`src/rtl/qdac_pkg.sv`:
```
package qdac_pkg;

  // Control field of a received word
  typedef enum logic [1:0] {
    CTL_GLOBAL_A = 2'b00,
    CTL_STAGE    = 2'b01,
    CTL_GLOBAL_B = 2'b10,
    CTL_BOTH     = 2'b11
  } qdac_ctl_e;

  // Decoded action applied at the end of a frame
  typedef enum logic [2:0] {
    OP_NONE,
    OP_STAGE,
    OP_BOTH,
    OP_BROADCAST,
    OP_COPY,
    OP_COPY_FALL,
    OP_COPY_RISE
  } qdac_op_e;

endpackage

```
`src/rtl/qdac_sync.sv`:
```
module qdac_sync #(
  parameter int              W       = 1,
  parameter logic [W-1:0]    RST_VAL = '0
) (
  input  logic         clk,
  input  logic         rst,
  input  logic [W-1:0] d_i,
  output logic [W-1:0] q_o
);

  logic [W-1:0] meta_q;
  logic [W-1:0] sync_q;

  always_ff @(posedge clk) begin
    if (rst) begin
      meta_q <= RST_VAL;
      sync_q <= RST_VAL;
    end else begin
      meta_q <= d_i;
      sync_q <= meta_q;
    end
  end

  assign q_o = sync_q;

endmodule

```
`src/rtl/qdac_shift.sv`:
```
module qdac_shift #(
  parameter int WORD_W = 12
) (
  input  logic              clk,
  input  logic              rst,
  input  logic              sclk_s,
  input  logic              csn_s,
  input  logic              sdi_s,
  input  logic              mode_rise,
  output logic [WORD_W-1:0] word_o,
  output logic              fire_o,
  output logic              sdo_o
);

  logic              sclk_prev_q;
  logic              csn_prev_q;
  logic [WORD_W-1:0] sh_q;
  logic              out_bit_q;
  logic              sdo_q;
  logic              sclk_rise;
  logic              sclk_fall;

  always_ff @(posedge clk) begin
    if (rst) begin
      sclk_prev_q <= 1'b0;
      csn_prev_q  <= 1'b1;
    end else begin
      sclk_prev_q <= sclk_s;
      csn_prev_q  <= csn_s;
    end
  end

  assign sclk_rise = sclk_s & ~sclk_prev_q;
  assign sclk_fall = ~sclk_s & sclk_prev_q;
  assign fire_o    = csn_s & ~csn_prev_q;

  always_ff @(posedge clk) begin
    if (rst) begin
      sh_q      <= '0;
      out_bit_q <= 1'b0;
      sdo_q     <= 1'b0;
    end else begin
      if (sclk_rise && !csn_s) begin
        sh_q      <= {sh_q[WORD_W-2:0], sdi_s};
        out_bit_q <= sh_q[WORD_W-1];
        if (mode_rise) sdo_q <= sh_q[WORD_W-1];
      end
      if (sclk_fall && !csn_s && !mode_rise) sdo_q <= out_bit_q;
    end
  end

  assign word_o = sh_q;
  assign sdo_o  = sdo_q;


  shift_in_chk: assert property (@(posedge clk) disable iff (rst)
    (sclk_rise && !csn_s) |=> (sh_q[0] == $past(sdi_s)));


  idle_hold_chk: assert property (@(posedge clk) disable iff (rst)
    csn_s |=> $stable(sdo_q));

endmodule

```
`src/rtl/qdac_bank.sv`:
```
module qdac_bank
  import qdac_pkg::*;
#(
  parameter int NCH    = 4,
  parameter int DW     = 8,
  parameter int AW     = 2,
  parameter int WORD_W = AW + 2 + DW
) (
  input  logic              clk,
  input  logic              rst,
  input  logic              clr_act,
  input  logic              ld_act,
  input  logic              fire,
  input  logic [WORD_W-1:0] word_i,
  output logic [NCH*DW-1:0] dac_o,
  output logic              mode_rise_o
);

  logic [AW-1:0] addr;
  qdac_ctl_e     ctl;
  logic [DW-1:0] code;
  qdac_op_e      op;

  assign addr = word_i[WORD_W-1 -: AW];
  assign ctl  = qdac_ctl_e'(word_i[DW+1:DW]);
  assign code = word_i[DW-1:0];

  always_comb begin
    op = OP_NONE;
    case (ctl)
      CTL_STAGE: op = OP_STAGE;
      CTL_BOTH:  op = OP_BOTH;
      CTL_GLOBAL_A: begin
        if (addr == AW'(1)) op = OP_BROADCAST;
      end
      CTL_GLOBAL_B: begin
        if (addr == AW'(0))      op = OP_COPY;
        else if (addr == AW'(2)) op = OP_COPY_FALL;
        else if (addr == AW'(3)) op = OP_COPY_RISE;
      end
      default: op = OP_NONE;
    endcase
  end

  logic mode_rise_q;

  always_ff @(posedge clk) begin
    if (rst) begin
      mode_rise_q <= 1'b1;
    end else if (fire) begin
      if (op == OP_COPY_FALL)      mode_rise_q <= 1'b0;
      else if (op == OP_COPY_RISE) mode_rise_q <= 1'b1;
    end
  end

  assign mode_rise_o = mode_rise_q;

  for (genvar i = 0; i < NCH; i++) begin : g_ch
    logic [DW-1:0] stage_q;
    logic [DW-1:0] dac_q;
    logic          sel;

    assign sel = (addr == AW'(i));

    always_ff @(posedge clk) begin
      if (rst || clr_act) begin
        stage_q <= '0;
        dac_q   <= '0;
      end else begin
        if (ld_act) dac_q <= stage_q;
        if (fire) begin
          case (op)
            OP_STAGE: if (sel) stage_q <= code;
            OP_BOTH: if (sel) begin
              stage_q <= code;
              dac_q   <= code;
            end
            OP_BROADCAST: dac_q <= code;
            OP_COPY, OP_COPY_FALL, OP_COPY_RISE: dac_q <= stage_q;
            default: ;
          endcase
        end
      end
    end

    assign dac_o[i*DW +: DW] = dac_q;


    broadcast_chk: assert property (@(posedge clk) disable iff (rst)
      (fire && op == OP_BROADCAST && !clr_act) |=> (dac_q == $past(code)));
  end


  clear_zero_chk: assert property (@(posedge clk) disable iff (rst)
    clr_act |=> (dac_o == '0));


  stage_hold_chk: assert property (@(posedge clk) disable iff (rst)
    (fire && op == OP_STAGE && !ld_act && !clr_act) |=> $stable(dac_o));


  fall_mode_chk: assert property (@(posedge clk) disable iff (rst)
    (fire && op == OP_COPY_FALL) |=> !mode_rise_q);

endmodule

```
`src/rtl/qdac_front.sv`:
```
module qdac_front #(
  parameter int NCH = 4,
  parameter int DW  = 8
) (
  input  logic              clk,
  input  logic              rst,
  input  logic              sclk_i,
  input  logic              csn_i,
  input  logic              sdi_i,
  input  logic              clrn_i,
  input  logic              ldn_i,
  output logic              sdo_o,
  output logic [NCH*DW-1:0] dac_code_o
);

  localparam int AW     = $clog2(NCH);
  localparam int WORD_W = AW + 2 + DW;
  localparam int NPIN   = 5;
  // order: sclk, csn, sdi, clrn, ldn
  localparam logic [NPIN-1:0] PIN_IDLE = 5'b01011;

  logic [NPIN-1:0]   pins_s;
  logic              sclk_s, csn_s, sdi_s, clrn_s, ldn_s;
  logic [WORD_W-1:0] word;
  logic              fire;
  logic              mode_rise;

  qdac_sync #(.W(NPIN), .RST_VAL(PIN_IDLE)) u_sync (
    .clk (clk),
    .rst (rst),
    .d_i ({sclk_i, csn_i, sdi_i, clrn_i, ldn_i}),
    .q_o (pins_s)
  );

  assign {sclk_s, csn_s, sdi_s, clrn_s, ldn_s} = pins_s;

  qdac_shift #(.WORD_W(WORD_W)) u_shift (
    .clk       (clk),
    .rst       (rst),
    .sclk_s    (sclk_s),
    .csn_s     (csn_s),
    .sdi_s     (sdi_s),
    .mode_rise (mode_rise),
    .word_o    (word),
    .fire_o    (fire),
    .sdo_o     (sdo_o)
  );

  qdac_bank #(.NCH(NCH), .DW(DW), .AW(AW), .WORD_W(WORD_W)) u_bank (
    .clk         (clk),
    .rst         (rst),
    .clr_act     (~clrn_s),
    .ld_act      (~ldn_s),
    .fire        (fire),
    .word_i      (word),
    .dac_o       (dac_code_o),
    .mode_rise_o (mode_rise)
  );

endmodule

```
`config.mk`:
```
export PLATFORM = sky130hd
export DESIGN_NAME = qdac_front
export DESIGN_NICKNAME = d
export VERILOG_FILES = /design/src/rtl/qdac_pkg.sv /design/src/rtl/qdac_sync.sv /design/src/rtl/qdac_shift.sv /design/src/rtl/qdac_bank.sv /design/src/rtl/qdac_front.sv
export SDC_FILE = /design/constraint.sdc
export NUM_CORES = 1
export LEC_CHECK = 0
export ABC_AREA = 1
export ABC_CLOCK_PERIOD_IN_PS = 4300
export BUFFER_PORTS_ARGS = -buffer_cell sky130_fd_sc_hd__buf_2
export CORE_MARGIN = 8
export CORE_UTILIZATION = 65
export CTS_CLUSTER_SIZE = 25
export DETAILED_ROUTE_END_ITERATION = 16
export PLACE_DENSITY = 0.86
export SLEW_MARGIN = 5
export SYNTH_ARGS = -nofsm -noshare
export SYNTH_HDL_FRONTEND = slang
export SYNTH_SLANG_ARGS = --single-unit
export TNS_END_PERCENT = 10
```
`constraint.sdc`:
```
create_clock -name clk -period 4.3 [get_ports clk]
set_input_delay 0.215 -clock clk [delete_from_list [all_inputs] [get_ports clk]]
set_output_delay 0.215 -clock clk [all_outputs]
set_load 0.1 [all_outputs]
```
==> metrics.txt <==
status=complete, no violations; clk sinks=91; hold_buf cts=0; most frequent cells in the layout=340 x nand2_1, 108 x nor2_1, 102 x inv_1; routability congestion estimate=between 0.8 and 0.9; share of layout cells above drive strength 1=around 8.9%; worst reg2reg path startpoint=u_shift.word_o[11]; area added between synthesis and finish=7.00%; Fillers=roughly 660; Synth Area in Simple Gates=a little over two fifths; vias in the first global route=4,604; CP Max Fanout=64; GRT Util Overall=between 20% and 30%; Synth area leader=dfxtp_1; maxcap violations=0; total power=approximately 1.6 mW; Max transition margin=23.3%; post-synth top area share=36.9%; Syn Area/Cell=a little under 6 um2; post-synthesis compound-gate area fraction=approximately 8%; CTS tree=yes; Post-Syn Area=4930 um2; Site Rows=31; # port buffers=39; critical path class=reg2reg; worst setup path end=u_bank.g_ch[0].dac_q[3]; Routed WL=12.4 mm; initial core utilization=67.7%; mux cell area share after synthesis=0%; Chip Height=103 um; largest net degree at the start of global routing=65; post-DR wirelength/cell=roughly 13 um; cts bufs inserted=9; total global routing overflow=0; Root Driver=clkbuf_8; post-layout min period=~2500 ps; max-slew violations=0; CP Launch Point=u_shift.word_o[11]; post-DR vias/cell=5.26; worst reg-to-reg setup slack=1780 ps; VDD IR max=0.211 mV; HP Class=in2reg; worst reg2reg path depth=9; # Post-CTS Setup Buffers=0; endpoint class of the critical path=register; Setup crit start kind=register; XOR/XNOR Fraction of Synth Area=0%; Syn Nets=approximately 860; Final period util=58.6%; Core Area=between 7000 and 8000 um2; Setup TNS Final=0 ps; Worst-Margin Slew=between 1000 and 1500 ps; die area=approximately 11,000 um2; Vias=a little over 5,000; Setup Skew=approximately 12 ps; post-CTS sizing=0; most common cell after layout, fill and taps aside=nand2_1; crit path DAT=between 2000 and 3000 ps; post-synthesis cell type count=19; initial antenna violation count=0; first-pass GRT wire length=20.8 mm; Yosys warnings=0; final setup fails=0; Gate Count Post-Synth=~850; Nets=around 870; adder-cell share of the synthesized area=0%; dpl cell area=5080 um2; reg2reg end=u_bank.g_ch[0].dac_q[3]; Finished Cell Area=5280 um2; #FFs+latches synth=around 90; later-pin clock latency in the skew report=370 ps; router iterations before antenna repair=6; synth top area cells=dfxtp_1 37%, nand2_1 26%, nor2_1 8.3%, inv_1 7.8%, nand3_1 6.7%; Req. time, crit path=4590 ps; setup repair after global routing missed its margin=false; DRC=0; Fin. Hold Viols=0; number of DRC markers in iteration 0=between 500 and 600; highest clock rate=roughly 0.4 GHz; clk buf depth=2; hpwl dp=7.94 mm; Top Ports=40; Ant. Diodes=0; dominant combinational cell family by area after synthesis=simple AND/OR/NAND/NOR gates; clock slew seen by the registers of the worst setup and hold paths=roughly 100 ps; PD cells=roughly 310 nW/um2; sequential fraction of the synthesis area=a little under two fifths; Leak=between 2 and 3 nW; H-tree Lvls=3; Post-DRT Antenna Nets=0; DIE WIDTH=between 100 and 150 um
cell type report:
| class | instances | area [um2] | share of cell area, % |
|---|---|---|---|
| Tap cell | 99 | 124 | 2.35 |
| Clock inverter | 7 | 72.6 | 1.37 |
| Multi-Input combinational cell | 606 | 2500 | 47.3 |
| Timing Repair Buffer | 43 | 225 | 4.27 |
| Sequential cell | 91 | 1820 | 34.5 |
| Clock buffer | 9 | 124 | 2.35 |
| Inverter | 110 | 413 | 7.82 |
synth_stat cells (all sizes together):
cell and number:
dfxtp 91, buf 21, clkinv 3, nor2 112, nand4 1, clkbuf 24
nand3 66, or2 6, a21oi 29, inv 107, o21ai 49, nand2 343
critical path, cell delays in order, from the launching register on:
cell and delay, ps:
dfxtp_1 540, inv_1 120, nand2_1 90, buf_4 390
nand2_1 100, nand3_1 90, nand2_2 640, nand2_1 230
nand2_1 70, nor2_1 140
state kept, by name, summed over array words and instances, names as in the netlist, 5 cells and up:
name and count:
u_shift.word_o 12, u_bank.g_ch.stage_q 32, u_bank.g_ch.dac_q 32, u_sync.meta_q 5, u_sync.q_o 5
report_power, final:
group / switching (mW) / internal, mW
Combinational: 0.156 / 0.0460
Clock: 0.343 / 0.226
Sequential: 0.0110 / 0.859
per-layer routing:
metal / part of all wire (%) / routed length, um / track usage, % / vias to the layer above
met3: 8.0 / 991 / 3.44 / 34
li1: - / - / - / 2586
met2: 45 / 5650 / 40.4 / 215
met5: 0 / 0 / 0 / -
met1: 44 / 5450 / 30.9 / 2240
met4: 2.7 / 337 / 11.0 / 0
stage by stage:
| stage | hold slack (ps) | util (%) | worst slack, ps | cells |
|---|---|---|---|---|
| after floorplan | 319 | - | 2790 | 852 |
| after global routing | 12.3 | 72.4 | 1600 | 965 |
| after global placement | 390 | 69.7 | 2030 | 949 |
| after CTS | 18.8 | 72.4 | 1830 | 965 |
| after detailed placement | 398 | 69.7 | 1850 | 949 |
| final | 25.4 | 72.4 | 1780 | 965 |
how the worst min path moves through the flow:
stage	startpoint	endpoint	slack, ps	cells past startpoint
floorplan	ldn_i	u_sync.meta_q[0]	320	1
global placement	u_sync.meta_q[2]	u_sync.q_o[2]	390	2
detailed placement	u_sync.meta_q[0]	u_sync.q_o[0]	400	1
CTS	csn_i	u_sync.meta_q[3]	20	2
global route	ldn_i	u_sync.meta_q[0]	10	2
finish	csn_i	u_sync.meta_q[3]	30	2
cells by family after synthesis:
| group | Yosys count |
|---|---|
| buffers and inverters | 155 |
| and+or+nand+nor | 528 |
| DFF | 91 |
| AOI/OAI and AO/OA | 78 |
Power figures use the tool's default switching activity.
